--- src/rtl/sdlc_tx_pkg.sv ---
package sdlc_tx_pkg;

    typedef enum logic [2:0] {
        ST_IDLE,
        ST_PRESYNC,
        ST_OPEN,
        ST_ADDR,
        ST_CTRL,
        ST_INFO,
        ST_FCS,
        ST_CLOSE
    } tx_state_t;

    typedef struct packed {
        logic nrzi;
        logic presync;
        logic no_ctrl;
        logic no_fcs;
    } tx_mode_t;

endpackage

--- src/rtl/sdlc_tx_crc16.sv ---
// Bit-serial reflected CRC; crc_nx is the value after absorbing din.
module sdlc_tx_crc16 #(
    parameter int              CRC_W    = 16,
    parameter logic [CRC_W-1:0] POLY_REF = 16'h8408,
    parameter logic [CRC_W-1:0] INIT     = 16'hFFFF
) (
    input  logic             clk,
    input  logic             rst_n,
    input  logic             clear,
    input  logic             shift,
    input  logic             din,
    output logic [CRC_W-1:0] crc_nx
);
    logic [CRC_W-1:0] crc_q;
    logic             fb;

    always_comb begin
        fb     = crc_q[0] ^ din;
        crc_nx = fb ? ((crc_q >> 1) ^ POLY_REF) : (crc_q >> 1);
    end

    always_ff @(posedge clk) begin
        if (!rst_n || clear) begin
            crc_q <= INIT;
        end else if (shift) begin
            crc_q <= crc_nx;
        end
    end
endmodule

--- src/rtl/sdlc_tx_line_coder.sv ---
// Line register: NRZ copies the bit, NRZI toggles on a zero.
module sdlc_tx_line_coder (
    input  logic clk,
    input  logic rst_n,
    input  logic tick,
    input  logic bit_in,
    input  logic nrzi,
    output logic line_q
);
    always_ff @(posedge clk) begin
        if (!rst_n) begin
            line_q <= 1'b1;
        end else if (tick) begin
            if (nrzi) begin
                line_q <= bit_in ? line_q : ~line_q;
            end else begin
                line_q <= bit_in;
            end
        end
    end
endmodule

--- src/rtl/sdlc_frame_tx.sv ---
module sdlc_frame_tx
    import sdlc_tx_pkg::*;
#(
    parameter logic [7:0]  FLAG_BYTE = 8'h7E,
    parameter logic [7:0]  SYNC_NRZ  = 8'h55,
    parameter logic [7:0]  SYNC_NRZI = 8'h00,
    parameter int          SYNC_BYTES = 2,
    parameter int          STUFF_RUN = 5,
    parameter logic [15:0] CRC_POLY  = 16'h8408,
    parameter logic [15:0] CRC_INIT  = 16'hFFFF
) (
    input  logic       clk,
    input  logic       rst_n,
    input  logic       bit_en,
    input  logic       mode_nrzi,
    input  logic       mode_presync,
    input  logic       mode_no_ctrl,
    input  logic       mode_no_fcs,
    input  logic [7:0] ctrl_in,
    input  logic       s_valid,
    input  logic [7:0] s_data,
    input  logic       s_last,
    output logic       s_ready,
    output logic       line_out,
    output logic       busy,
    output logic       done
);
    localparam int BYTE_W    = 8;
    localparam int BCNT_W    = $clog2(BYTE_W);
    localparam int FCS_BYTES = 2;
    localparam int IDX_W     = $clog2(SYNC_BYTES + FCS_BYTES);
    localparam int ONES_W    = $clog2(STUFF_RUN + 1);
    localparam int CRC_W     = 16;

    tx_state_t          state_q, nxt_state;
    tx_mode_t           mode_q;
    logic [BYTE_W-1:0]  ctrl_q;
    logic [BYTE_W-1:0]  sh_q;
    logic [BCNT_W-1:0]  bcnt_q;
    logic [IDX_W-1:0]   idx_q;
    logic [ONES_W-1:0]  ones_q;
    logic [BYTE_W-1:0]  fcs_hi_q;
    logic               have_q;
    logic               fin_q;
    logic               done_q;

    logic               emit, insert, data_bit_tx, byte_end;
    logic               stuff_state, crc_state;
    logic               ld_const, want_stream, take, fcs_latch, go_end, done_set;
    logic [BYTE_W-1:0]  ld_val;
    logic               tx_bit, coder_tick;
    logic [CRC_W-1:0]   crc_nx;

    function automatic logic [BYTE_W-1:0] sync_byte(input logic nrzi_sel);
        return nrzi_sel ? SYNC_NRZI : SYNC_NRZ;
    endfunction

    // ---------------- bit timing ----------------
    always_comb begin
        stuff_state = (state_q == ST_ADDR) || (state_q == ST_CTRL) ||
                      (state_q == ST_INFO) || (state_q == ST_FCS);
        crc_state   = (state_q == ST_ADDR) || (state_q == ST_CTRL) ||
                      (state_q == ST_INFO);
        emit        = bit_en && have_q && (state_q != ST_IDLE);
        insert      = emit && (ones_q == ONES_W'(STUFF_RUN));
        data_bit_tx = emit && !insert;
        byte_end    = data_bit_tx && (bcnt_q == BCNT_W'(BYTE_W - 1));
        tx_bit      = (state_q == ST_IDLE) ? 1'b1 : (insert ? 1'b0 : sh_q[0]);
        coder_tick  = bit_en && ((state_q == ST_IDLE) || have_q);
    end

    // ---------------- next state and byte source ----------------
    always_comb begin
        nxt_state   = state_q;
        ld_const    = 1'b0;
        ld_val      = FLAG_BYTE;
        want_stream = 1'b0;
        fcs_latch   = 1'b0;
        go_end      = 1'b0;
        done_set    = 1'b0;
        unique case (state_q)
            ST_IDLE: begin
                if (s_valid) begin
                    ld_const  = 1'b1;
                    nxt_state = mode_presync ? ST_PRESYNC : ST_OPEN;
                    ld_val    = mode_presync ? sync_byte(mode_nrzi) : FLAG_BYTE;
                end
            end
            ST_PRESYNC: begin
                if (byte_end) begin
                    ld_const = 1'b1;
                    if (idx_q == IDX_W'(SYNC_BYTES - 1)) begin
                        nxt_state = ST_OPEN;
                        ld_val    = FLAG_BYTE;
                    end else begin
                        ld_val = sync_byte(mode_q.nrzi);
                    end
                end
            end
            ST_OPEN: begin
                if (byte_end) begin
                    nxt_state   = ST_ADDR;
                    want_stream = 1'b1;
                end
            end
            ST_ADDR: begin
                if (!have_q) begin
                    want_stream = 1'b1;
                end else if (byte_end) begin
                    if (!mode_q.no_ctrl) begin
                        nxt_state = ST_CTRL;
                        ld_const  = 1'b1;
                        ld_val    = ctrl_q;
                    end else if (fin_q) begin
                        go_end = 1'b1;
                    end else begin
                        nxt_state   = ST_INFO;
                        want_stream = 1'b1;
                    end
                end
            end
            ST_CTRL: begin
                if (byte_end) begin
                    if (fin_q) begin
                        go_end = 1'b1;
                    end else begin
                        nxt_state   = ST_INFO;
                        want_stream = 1'b1;
                    end
                end
            end
            ST_INFO: begin
                if (!have_q) begin
                    want_stream = 1'b1;
                end else if (byte_end) begin
                    if (fin_q) begin
                        go_end = 1'b1;
                    end else begin
                        want_stream = 1'b1;
                    end
                end
            end
            ST_FCS: begin
                if (byte_end) begin
                    ld_const = 1'b1;
                    if (idx_q == IDX_W'(FCS_BYTES - 1)) begin
                        nxt_state = ST_CLOSE;
                        ld_val    = FLAG_BYTE;
                    end else begin
                        ld_val = fcs_hi_q;
                    end
                end
            end
            ST_CLOSE: begin
                if (byte_end) begin
                    nxt_state = ST_IDLE;
                    done_set  = 1'b1;
                end
            end
        endcase
        if (go_end) begin
            ld_const = 1'b1;
            if (mode_q.no_fcs) begin
                nxt_state = ST_CLOSE;
                ld_val    = FLAG_BYTE;
            end else begin
                nxt_state = ST_FCS;
                ld_val    = ~crc_nx[7:0];
                fcs_latch = 1'b1;
            end
        end
        take = want_stream && s_valid;
    end

    // ---------------- state register ----------------
    always_ff @(posedge clk) begin
        if (!rst_n) begin
            state_q <= ST_IDLE;
        end else begin
            state_q <= nxt_state;
        end
    end

    // ---------------- datapath registers ----------------
    always_ff @(posedge clk) begin
        if (!rst_n) begin
            mode_q   <= '0;
            ctrl_q   <= '0;
            sh_q     <= '0;
            bcnt_q   <= '0;
            idx_q    <= '0;
            ones_q   <= '0;
            fcs_hi_q <= '0;
            have_q   <= 1'b0;
            fin_q    <= 1'b0;
        end else begin
            if ((state_q == ST_IDLE) && s_valid) begin
                mode_q <= '{nrzi: mode_nrzi, presync: mode_presync,
                            no_ctrl: mode_no_ctrl, no_fcs: mode_no_fcs};
                ctrl_q <= ctrl_in;
            end
            if (take) begin
                sh_q   <= s_data;
                bcnt_q <= '0;
                have_q <= 1'b1;
                fin_q  <= s_last;
            end else if (ld_const) begin
                sh_q   <= ld_val;
                bcnt_q <= '0;
                have_q <= 1'b1;
            end else if (byte_end) begin
                have_q <= 1'b0;
            end else if (data_bit_tx) begin
                sh_q   <= sh_q >> 1;
                bcnt_q <= bcnt_q + 1'b1;
            end
            if (fcs_latch) begin
                fcs_hi_q <= ~crc_nx[15:8];
            end
            if (insert) begin
                ones_q <= '0;
            end else if (data_bit_tx) begin
                ones_q <= (stuff_state && sh_q[0]) ? ones_q + 1'b1 : '0;
            end
            if (nxt_state != state_q) begin
                idx_q <= '0;
            end else if (byte_end) begin
                idx_q <= idx_q + 1'b1;
            end
        end
    end

    // ---------------- outputs ----------------
    always_ff @(posedge clk) begin
        if (!rst_n) begin
            done_q <= 1'b0;
        end else begin
            done_q <= done_set;
        end
    end

    assign s_ready = want_stream;
    assign busy    = (state_q != ST_IDLE);
    assign done    = done_q;

    sdlc_tx_crc16 #(
        .CRC_W    (CRC_W),
        .POLY_REF (CRC_POLY),
        .INIT     (CRC_INIT)
    ) i_crc (
        .clk    (clk),
        .rst_n  (rst_n),
        .clear  (state_q == ST_IDLE),
        .shift  (data_bit_tx && crc_state),
        .din    (sh_q[0]),
        .crc_nx (crc_nx)
    );

    sdlc_tx_line_coder i_coder (
        .clk    (clk),
        .rst_n  (rst_n),
        .tick   (coder_tick),
        .bit_in (tx_bit),
        .nrzi   (mode_q.nrzi),
        .line_q (line_out)
    );
endmodule

--- config.mk ---
export PLATFORM = sky130hd
export DESIGN_NAME = sdlc_frame_tx
export DESIGN_NICKNAME = d
export VERILOG_FILES = /design/src/rtl/sdlc_tx_pkg.sv /design/src/rtl/sdlc_tx_crc16.sv /design/src/rtl/sdlc_tx_line_coder.sv /design/src/rtl/sdlc_frame_tx.sv
export SDC_FILE = /design/constraint.sdc
export NUM_CORES = 1
export LEC_CHECK = 0
export BUFFER_PORTS_ARGS = -buffer_cell sky130_fd_sc_hd__buf_2
export CORE_MARGIN = 3
export CORE_UTILIZATION = 60
export DETAILED_ROUTE_END_ITERATION = 8
export GPL_TIMING_DRIVEN = 0
export PLACE_DENSITY = 0.8
export SLEW_MARGIN = 40
export SYNTH_ARGS = -nofsm -noshare
export SYNTH_HDL_FRONTEND = slang
export SYNTH_SLANG_ARGS = --single-unit
--- constraint.sdc ---
create_clock -name clk -period 3.3 [get_ports clk]
set_input_delay 0.33 -clock clk [delete_from_list [all_inputs] [get_ports clk]]
set_output_delay 0.33 -clock clk [all_outputs]
set_load 0.1 [all_outputs]
## Yosys cells after proc, flatten, opt, wreduce, memory -nomap -nowiden

Cells that the tools add are included.

| operators by class | value |
|---|---|
| muxes and demuxes | 66 |
| reduce and logical (&&, ||, !) cells | 29 |
| add/subtract/negate cells | 3 |
| equal/unequal tests | 13 |
| bitwise logic cells | 7 |

Operators with widths:

| kind | count |
|---|---|
| 2-to-1 mux 8 bit | 11 |
| 2-to-1 mux 3 bit | 14 |
| 2-to-1 mux 7 bit | 6 |
| case mux 8 bit (4 select lines) | 1 |
| 2-to-1 mux 1 bit | 28 |
| case mux 3 bit (7 select lines) | 1 |
| == test 3 bit, second input constant | 6 |
| 2-to-1 mux 16 bit | 1 |
| NOT 8 bit | 2 |
| logical AND 1 bit | 10 |
| nonzero test 3 bit | 3 |
| AND reduction 2 bit | 4 |
| adder 3 x 1 -> 3 bit, second input constant | 2 |
| == test 3 x 2 -> 1 bit, second input constant | 2 |
| case mux 1 bit (3 select lines) | 2 |
| OR reduction 2 bit | 3 |
| logical OR 1 bit | 5 |
| case mux 1 bit (4 select lines) | 1 |
| == test 3 x 1 -> 1 bit, second input constant | 1 |
| logical NOT 3 bit | 1 |
| != test 3 x 1 -> 1 bit, second input constant | 1 |
| != test 3 bit | 1 |
| NOT 1 bit | 3 |
| NOT 2 -> 3 bit | 1 |
| 7 further kinds | 8 |

| word-level totals | value |
|---|---|
| register bits | 58 |
| logic and storage cells | 133 |
| bits of input ports | 25 |
| output and inout port bits | 4 |

## Depth between registers and ports, before layout

Gate-level depths: netlist of run 1.

| logic depth | value |
|---|---|
| depth after elaboration | 12 |
| depth in mapped cells | 10 |
| gate-level depth less buffers | 8 |

## Cells and area by module

A second synthesis of run 1 with hierarchy kept.

| unflattened totals | value |
|---|---|
| cell total of the unflattened synthesis | 398 |
| area total of the unflattened synthesis | 3487.1 um^2 |

Modules (own cells, without submodules):

| module | cells each | sequential area each (um^2) | times used | area an instance (um^2) |
|---|---|---|---|---|
| sdlc_frame_tx | 317 | 820.8 | 1 | 2673.8 |
| sdlc_tx_crc16 | 74 | 320.3 | 1 | 747.0 |
| sdlc_tx_line_coder | 7 | 20.0 | 1 | 66.3 |

## Least setup slack after synthesis of run 1

No wires, ideal clock.

| timing path | value |
|---|---|
| kind | register to output |
| start point | reg state_q[2] |
| end point | out s_ready |
| arrival time | 1823 ps |
| stages on the path, launching flop included | 6 |
| buffers on the path | 2 |
| required time | 2970 ps |
| slack | 1147 ps |
| path through | dfxtp_1 buf_2 buf_2 inv_1 ha_1 and2_1 |

| on the way | value |
|---|---|
| word-level cells in the longest chain between the ends | 9 |
| elaborated cells between the ends (all ways) | 16 |
| classes of those cells | eq/ne: 4; mux: 6; reduce/logical: 6 |

Ends and longest elaborated chain:

| item | RTL line | source |
|---|---|---|
| start, declared | sdlc_frame_tx.sv:35 | `tx_state_t state_q, nxt_state;` |
| start signal, assigned | sdlc_frame_tx.sv:180 | `state_q <= nxt_state;` |
| nonzero test 3 bit | sdlc_frame_tx.sv:64 | `emit = bit_en && have_q && (state_q != ST_IDLE);` |
| logical AND 1 bit | sdlc_frame_tx.sv:64 |  |
| logical AND 1 bit | sdlc_frame_tx.sv:65 | `insert = emit && (ones_q == ONES_W'(STUFF_RUN));` |
| logical NOT 1 bit | sdlc_frame_tx.sv:66 | `data_bit_tx = emit && !insert;` |
| logical AND 1 bit | sdlc_frame_tx.sv:66 |  |
| logical AND 1 bit | sdlc_frame_tx.sv:67 | `byte_end = data_bit_tx && (bcnt_q == BCNT_W'(BYTE_W - 1));` |
| 2-to-1 mux 1 bit (on tied branches) | sdlc_frame_tx.sv:123, sdlc_frame_tx.sv:109 |  |
| 2-to-1 mux 1 bit (on tied branches) | sdlc_frame_tx.sv:133, sdlc_frame_tx.sv:107 |  |
| case mux 1 bit (4 select lines) * | sdlc_frame_tx.sv:81 | `unique case (state_q)` |
| end, declared | sdlc_frame_tx.sv:23 | `output logic s_ready,` |

Mark *: on every way between the ends. The rest lies on a longest branch, timed or not.

## Final worst setup path of run 1

| timing path | value |
|---|---|
| start point | reg state_q[1] |
| end point | reg sh_q[0] |

| on the way | value |
|---|---|
| word-level cells in the longest chain between the ends | 12 |
| elaborated cells between the ends (all ways) | 41 |
| classes of those cells | eq/ne: 7; mux: 23; reduce/logical: 11 |

Ends and longest elaborated chain:

| item | RTL line | source |
|---|---|---|
| nonzero test 3 bit | sdlc_frame_tx.sv:64 |  |
| logical AND 1 bit | sdlc_frame_tx.sv:64 |  |
| logical AND 1 bit | sdlc_frame_tx.sv:65 |  |
| logical NOT 1 bit | sdlc_frame_tx.sv:66 |  |
| logical AND 1 bit | sdlc_frame_tx.sv:66 |  |
| logical AND 1 bit | sdlc_frame_tx.sv:67 |  |
| 2-to-1 mux 1 bit (tied with other cells) | sdlc_frame_tx.sv:109 | `end else if (byte_end) begin` |
| 2-to-1 mux 1 bit (tied with other cells) | sdlc_frame_tx.sv:107 | `if (!have_q) begin` |
| case mux 1 bit (3 select lines) (tied with other cells) | sdlc_frame_tx.sv:81 |  |
| 2-to-1 mux 1 bit (tied with other cells) | sdlc_frame_tx.sv:161 | `if (go_end) begin` |
| != test 3 x 1 -> 1 bit (no line) (tied with other cells) | n/a |  |
| AND reduction 2 bit (no line) or 2-to-1 mux 8 bit (tied branches) | n/a |  |
| end signal, assigned | sdlc_frame_tx.sv:203 | `sh_q <= s_data;` |
| end signal, assigned | sdlc_frame_tx.sv:208 | `sh_q <= ld_val;` |
| end signal, assigned | sdlc_frame_tx.sv:214 | `sh_q <= sh_q >> 1;` |
| end, declared | sdlc_frame_tx.sv:38 | `logic [BYTE_W-1:0] sh_q;` |

Parallel ways exist; a longest one is shown, timed or not.
A chain may end at the register's enable or synchronous reset.

==> run_results.csv, run 1 <==
group,metric,value,unit
sta,finalHoldViolations,0,
yosys,synth_cell_types,67,
floorplanning,ios,29,
clock_tree,post_cts_buffers,0,
layout,final_cell_area,3550,sq um
floorplanning,core,4850,sq um
clock_tree,cts_resized,0,
yosys,synth.top_cells.by_area,"dfxtp_1 37%, nand2_1 10%, a21boi_0 3.4%",
setup_path,worstPathRequired,3600,ps
yosys,synth_top_area_share,37.4,%
routing,route.antenna.remaining_nets,0,
setup_path,start_kind,"flop",
sta,period_minus_slack,2600,ps
floorplanning,fp.dieW,78.0,microns
job,max-cap-violations,0,
layout,drive_above_1_share,17.1,%
sta,slew_headroom,54.7,%
worst_hold_path,whs_path_depth,3,
sta,finalCritPeriodShare,78.8,%
grt,grt.total_usage,28.9,%
routing,avgViaCountPerCell,6.03,
grt,grt.overflow.total,0,
sta,max_freq,385,MHz
layout,syn_to_final_growth,14.3,%
placement,dp_hpwl,5820,microns
floorplanning,dieArea,6080,sq um
sta,max_slew.worst_pin.slew,673,ps
clock_tree,htreeDepth,3,
grt,met3_usage,5.10,%
yosys,ys_seq_elements,58,
pwr,power.density,487,nW/um^2
placement,placed_area,3330,sq um
clock_tree,clkTransAtPathRegs,70,ps
clock_tree,cts_hold_buf,0,
layout,utilization,73.2,%
sta,setup_viol,0,
grt,grt_max_degree,11,
pwr,p_total,1.73,mW
setup_path,cp-end-kind,"flop",
yosys,ys_warn_count,0,
clock_tree,cts_buffer_depth,2,
routing,firstDrtPassIters,6,
clock_tree,cts-root-buf,"clkbuf_8",
yosys,post_synth_inst_count,384,
yosys,synthArstFlopShare,0,%
clock_tree,numCtsBuffers,9,
sta,finalClockSkew,6.20,ps
setup_path,path_class,"flop to flop",
yosys,ys.flop_type,"dfxtp_1",
layout,fin_cells,495,
grt,use_met2,44.7,%
floorplanning,initial_core_util,64.1,%
worst_hold_path,hold_end,"ctrl_q[5]",
yosys,synth.largest_area_cell,"dfxtp_1",
sta,slew_violations,0,
clock_tree,clk_latency,350,ps
placement,io_buffers,28,
grt,busiest_layer,"met2",
placement,dpl_worst_slack,787,ps
routing,num_vias,2983,
grt,grt_pass1_wl,13800,microns
setup_path,reg2reg_depth,9,
worst_hold_path,min-delay-start,"ctrl_in[5]",
grt,met1_usage,37.5,%
yosys,synth_area,3110,sq um
sta,hold_ws,223,ps
clock_tree,cts_tree,"built",
yosys,synth-seq-area-share,37.4,%
layout,final_cell_mix,"83 x nand2_1, 58 x dfxtp_1, 35 x buf_2",
sta,layout_setup_ws,701,ps
sta,fin_tns_setup,0,ps
pwr,p_leak,1.47,nW
setup_path,arrival,2900,ps
layout,diodes,0,
routing,avgRoutedWirePerCell,16.6,microns
sta,rsz0062_at_grt,"no",
floorplanning,rows,25,
yosys,syn_area_per_cell,8.09,sq um
setup_path,crit_fanout,10,
setup_path,r2r-start,"state_q[1]",
setup_path,reg2reg_to,"sh_q[0]",
outcome,outcome,"finished, final reports clean",
routing,drtIter0Drc,299,
layout,nNetsFinal,454,
layout,final_common_cell,"nand2_1",
floorplanning,chipHeight,78.0,microns
yosys,synth_edf_count,0,
yosys,synthesis.nets,415,
worst_hold_path,hold_path.class,"input port to flop",
clock_tree,cts.sinks,58,
grt,grt_pass1_vias,2840,
pwr,peakVddDrop,0.000303,V
routing,routed_wl,8210,microns
placement,dpl.cell_count,479,
grt,antenna_found_initial,0,
placement,gp_congestion,0.954,
setup_path,r2r_slack,700,ps
routing,post-route-drc-count,0,
## worst max-delay path, cell delays in order (launching register included)
cell	delay (ps)
dfxtp_1	380
buf_2	240
buf_2	260
inv_1	100
ha_1	340
nand3_1	130
o31ai_1	580
nand2_1	140
a32oi_1	230
o21a_1	140
## flip-flops by register name, summed over array words and instances, names as in the netlist
name and count:
i_crc.crc_q 16, ctrl_q 8, fcs_hi_q 8, sh_q 8, bcnt_q 3, mode_q 3, ones_q 3, state_q 3
idx_q 2, done 1, fin_q 1, have_q 1, i_coder.line_q 1
## logic make-up (layout without fill, tap and decap cells)
group / after synthesis / in the layout / share of synthesized area [%]
XOR/XNOR: 9 / 9 / 2.54
multiplexers: 2 / 2 / 0.644
flip-flops: 58 / 58 / 37.4
AND/OR/NAND/NOR: 167 / 167 / 27.0
adder cells (fa/ha/maj): 6 / 6 / 2.42
AO/OA/AOI/OAI: 105 / 105 / 24.9
buffers and inverters: 37 / 81 / 5.11
## routing by layer
| metal | share of wire, % | routed length [microns] |
|---|---|---|
| met1 | 44 | 3620 |
| met2 | 47 | 3840 |
| met3 | 6.1 | 498 |
| met4 | 3.0 | 246 |
| met5 | 0 | 0 |
## worst max path at each step
stage	start	end	slack, ps	depth (start not counted)
after global placement	bcnt_q[0]	fcs_hi_q[5]	810	10
after global routing	state_q[1]	sh_q[0]	480	9
after floorplan	state_q[2]	s_ready	1150	5
final	state_q[1]	sh_q[0]	700	9
after CTS	state_q[1]	sh_q[0]	750	9
after detailed placement	bcnt_q[0]	fcs_hi_q[6]	790	10
## layout make-up
type	instances	area, sq um
Sequential cell	58	1160
Fill cell	406	1300
Buffer	25	114
Inverter	12	45.0
Clock inverter	5	77.6
Timing Repair Buffer	28	140
Clock buffer	11	141
Tap cell	67	83.8
Multi-Input combinational cell	289	1790
## cell usage after synthesis, drive strengths merged, types with 4 or more instances
cell	instances
nand2	85
dfxtp	58
o21ai	20
nand3	18
nor2	18
a21boi	14
clkbuf	14
a21oi	12
inv	12
buf	11
and2	9
o21a	9
ha	6
nand4	6
nor3	6
o211ai	6
xnor2	6
nor2b	5
o211a	5
o221a	5
a211oi	4
nor3b	4
## power by group
group | leakage, nW | switching [mW] | internal [mW]
sequential | 0.472 | 0.0236 | 0.729
combinational | 0.889 | 0.152 | 0.0916
clock | 0.109 | 0.291 | 0.443
total | 1.47 | 0.467 | 1.26
(Power assumes the default switching activity.)
==> run 2: changes to the inputs <==
CORE_UTILIZATION = 53   (was 60)
PLACE_DENSITY = 0.75   (was 0.8)
clock period = 2.3 ns   (was 3.3 ns; I/O delays follow)
==> run 2 against run 1 <==
  * Flip-flop and latch count did not move
  * Power is 41% higher
  * Register-to-register slack got worse by 610 ps
==> run_results.csv, run 2 (synthesis gave the netlist of run 1 again) <==
group,metric,value,unit
outcome,outcome,"finished, final reports clean",
routing,drtIter0Drc,299,
setup_path,startpoint,"bcnt_q[0]",
sta,max_slew.worst_pin.slew,604,ps
layout,drive_above_1_share,21.0,%
clock_tree,cts_buffer_depth,2,
routing,routed_wl,8520,microns
clock_tree,clkTransAtPathRegs,70,ps
layout,diodes,0,
pwr,power.density,661,nW/um^2
setup_path,worstPathRequired,2570,ps
floorplanning,core,5570,sq um
pwr,peakVddDrop,0.000397,V
setup_path,crit_slowest_cell,"dfxtp_1",
setup_path,reg2reg_depth,9,
pwr,p_leak,1.52,nW
clock_tree,htreeDepth,3,
sta,slew_violations,0,
setup_path,crit_fanout,10,
sta,setup_viol,0,
setup_path,r2r_slack,90,ps
floorplanning,ios,29,
grt,grt.total_usage,26.8,%
routing,num_vias,3023,
routing,route.antenna.remaining_nets,0,
placement,dpl_worst_slack,-236,ps
setup_path,r2r-start,"bcnt_q[0]",
placement,dp_hpwl,6050,microns
routing,avgViaCountPerCell,5.97,
sta,period_minus_slack,2210,ps
sta,finalCritPeriodShare,96.1,%
clock_tree,cts-root-buf,"clkbuf_8",
floorplanning,chipHeight,82.6,microns
setup_path,cp_cell_sequence,"ha_1, ha_1, clkbuf_4, and3_1, buf_4, and4_4, or2_1, o211a_1, nor3b_2",
grt,grt_pass1_vias,2814,
setup_path,path_class,"flop to flop",
grt,antenna_found_initial,0,
sta,finalHoldViolations,0,
layout,nNetsFinal,461,
clock_tree,cts_hold_buf,0,
layout,utilization,66.4,%
placement,io_buffers,28,
sta,max_freq,453,MHz
placement,gp_congestion,0.923,
sta,layout_setup_ws,90.8,ps
layout,syn_to_final_growth,19.0,%
setup_path,reg2reg_to,"idx_q[1]",
clock_tree,clk_latency,330,ps
layout,final_common_cell,"nand2_1",
grt,grt_pass1_wl,13800,microns
layout,final_cell_mix,"82 x nand2_1, 56 x dfxtp_1, 28 x buf_2",
worst_hold_path,hold_path.class,"input port to flop",
floorplanning,dieArea,6820,sq um
setup_path,crit_path_end,"idx_q[1]",
clock_tree,numCtsBuffers,9,
setup_path,arrival,2470,ps
routing,avgRoutedWirePerCell,16.8,microns
grt,grt_max_degree,11,
routing,firstDrtPassIters,5,
grt,grt.overflow.total,0,
setup_path,critPathMaxStageDelay,330,ps
setup_path,crit_top_cell,"ha_1",
layout,largest_reg_flops,16,
setup_path,cp-end-kind,"flop",
routing,post-route-drc-count,0,
sta,slew_headroom,59.8,%
clock_tree,cts.sinks,58,
layout,largest_register,"i_crc.crc_q",
clock_tree,cts_tree,"built",
sta,finalClockSkew,7.88,ps
job,max-cap-violations,0,
setup_path,start_kind,"flop",
floorplanning,initial_core_util,55.8,%
floorplanning,fp.dieW,82.6,microns
floorplanning,rows,27,
[run 2: cell count changes in the layout (fill, tap and decap cells not counted), moves of 4 or more]
cell | before | now
buf_6 | 1 | 6
buf_4 | 0 | 8
buf_2 | 35 | 28
clkbuf_2 | 0 | 4
[run 2: worst min-delay path by stage]
stage / start / end / cells after the start
after floorplan: ctrl_in[7] / ctrl_q[7] / 2
after global placement: bcnt_q[2] / bcnt_q[2] / 2
after detailed placement: bcnt_q[1] / bcnt_q[1] / 2
after CTS: ctrl_in[2] / ctrl_q[2] / 3
after global routing: mode_no_fcs / mode_q[0] / 3
final: mode_no_fcs / mode_q[0] / 3
[run 2: where the power goes]
part | internal [mW] | switching [mW] | total (mW)
Combinational | 0.149 | 0.228 | 0.377
Sequential | 1.05 | 0.0353 | 1.08
Clock | 0.582 | 0.403 | 0.986
[run 2: area by class of cell]
type	count	area [sq um]
Fill cell	486	1880
Multi-Input combinational cell	289	1840
Clock buffer	13	169
Clock inverter	2	35.0
Buffer	25	153
Sequential cell	58	1160
Tap cell	72	90.1
Timing Repair Buffer	35	203
Inverter	12	48.8
[run 2: what timing repair did]
action,in CTS,in global routing
pin swaps,1,8
resized for setup,11,20
setup endpoints to repair,19,31
setup buffers,2,5
[run 2: metal layers]
| layer | global-route usage [%] | wire [microns] | vias to the layer above | share of wire, % |
|---|---|---|---|---|
| li1 | - | - | 1455 | - |
| met1 | 34.5 | 3730 | 1401 | 44 |
| met2 | 44.2 | 4010 | 136 | 47 |
| met3 | 5.31 | 555 | 31 | 6.5 |
| met4 | 10.1 | 223 | 0 | 2.6 |
| met5 | 0 | 0 | - | 0 |
[run 2: stage by stage]
| step | instance area (sq um) | instances | total power, mW | hold slack, ps | setup TNS [ps] |
|---|---|---|---|---|---|
| 4_1_cts | 3600 | 501 | 2.43 | 139 | 0 |
| 3_5_place_dp | 3340 | 484 | 1.45 | 455 | -2050 |
| 3_3_place_gp | 3340 | 484 | 1.44 | 447 | -1490 |
| 5_1_grt | 3700 | 506 | 2.53 | 155 | -28.5 |
| 6_report | 3700 | 506 | 2.44 | 146 | 0 |
| 2_1_floorplan | 3110 | 384 | 1.34 | 375 | 0 |
[run 2: worst max-delay path, delay by kind of cell (launching register included)]
kind,cells,cell delay (ps)
AO/OA/AOI/OAI,1,270
flip-flops,1,330
AND/OR/NAND/NOR,4,800
buffers and inverters,2,350
adder cells (fa/ha/maj),2,370
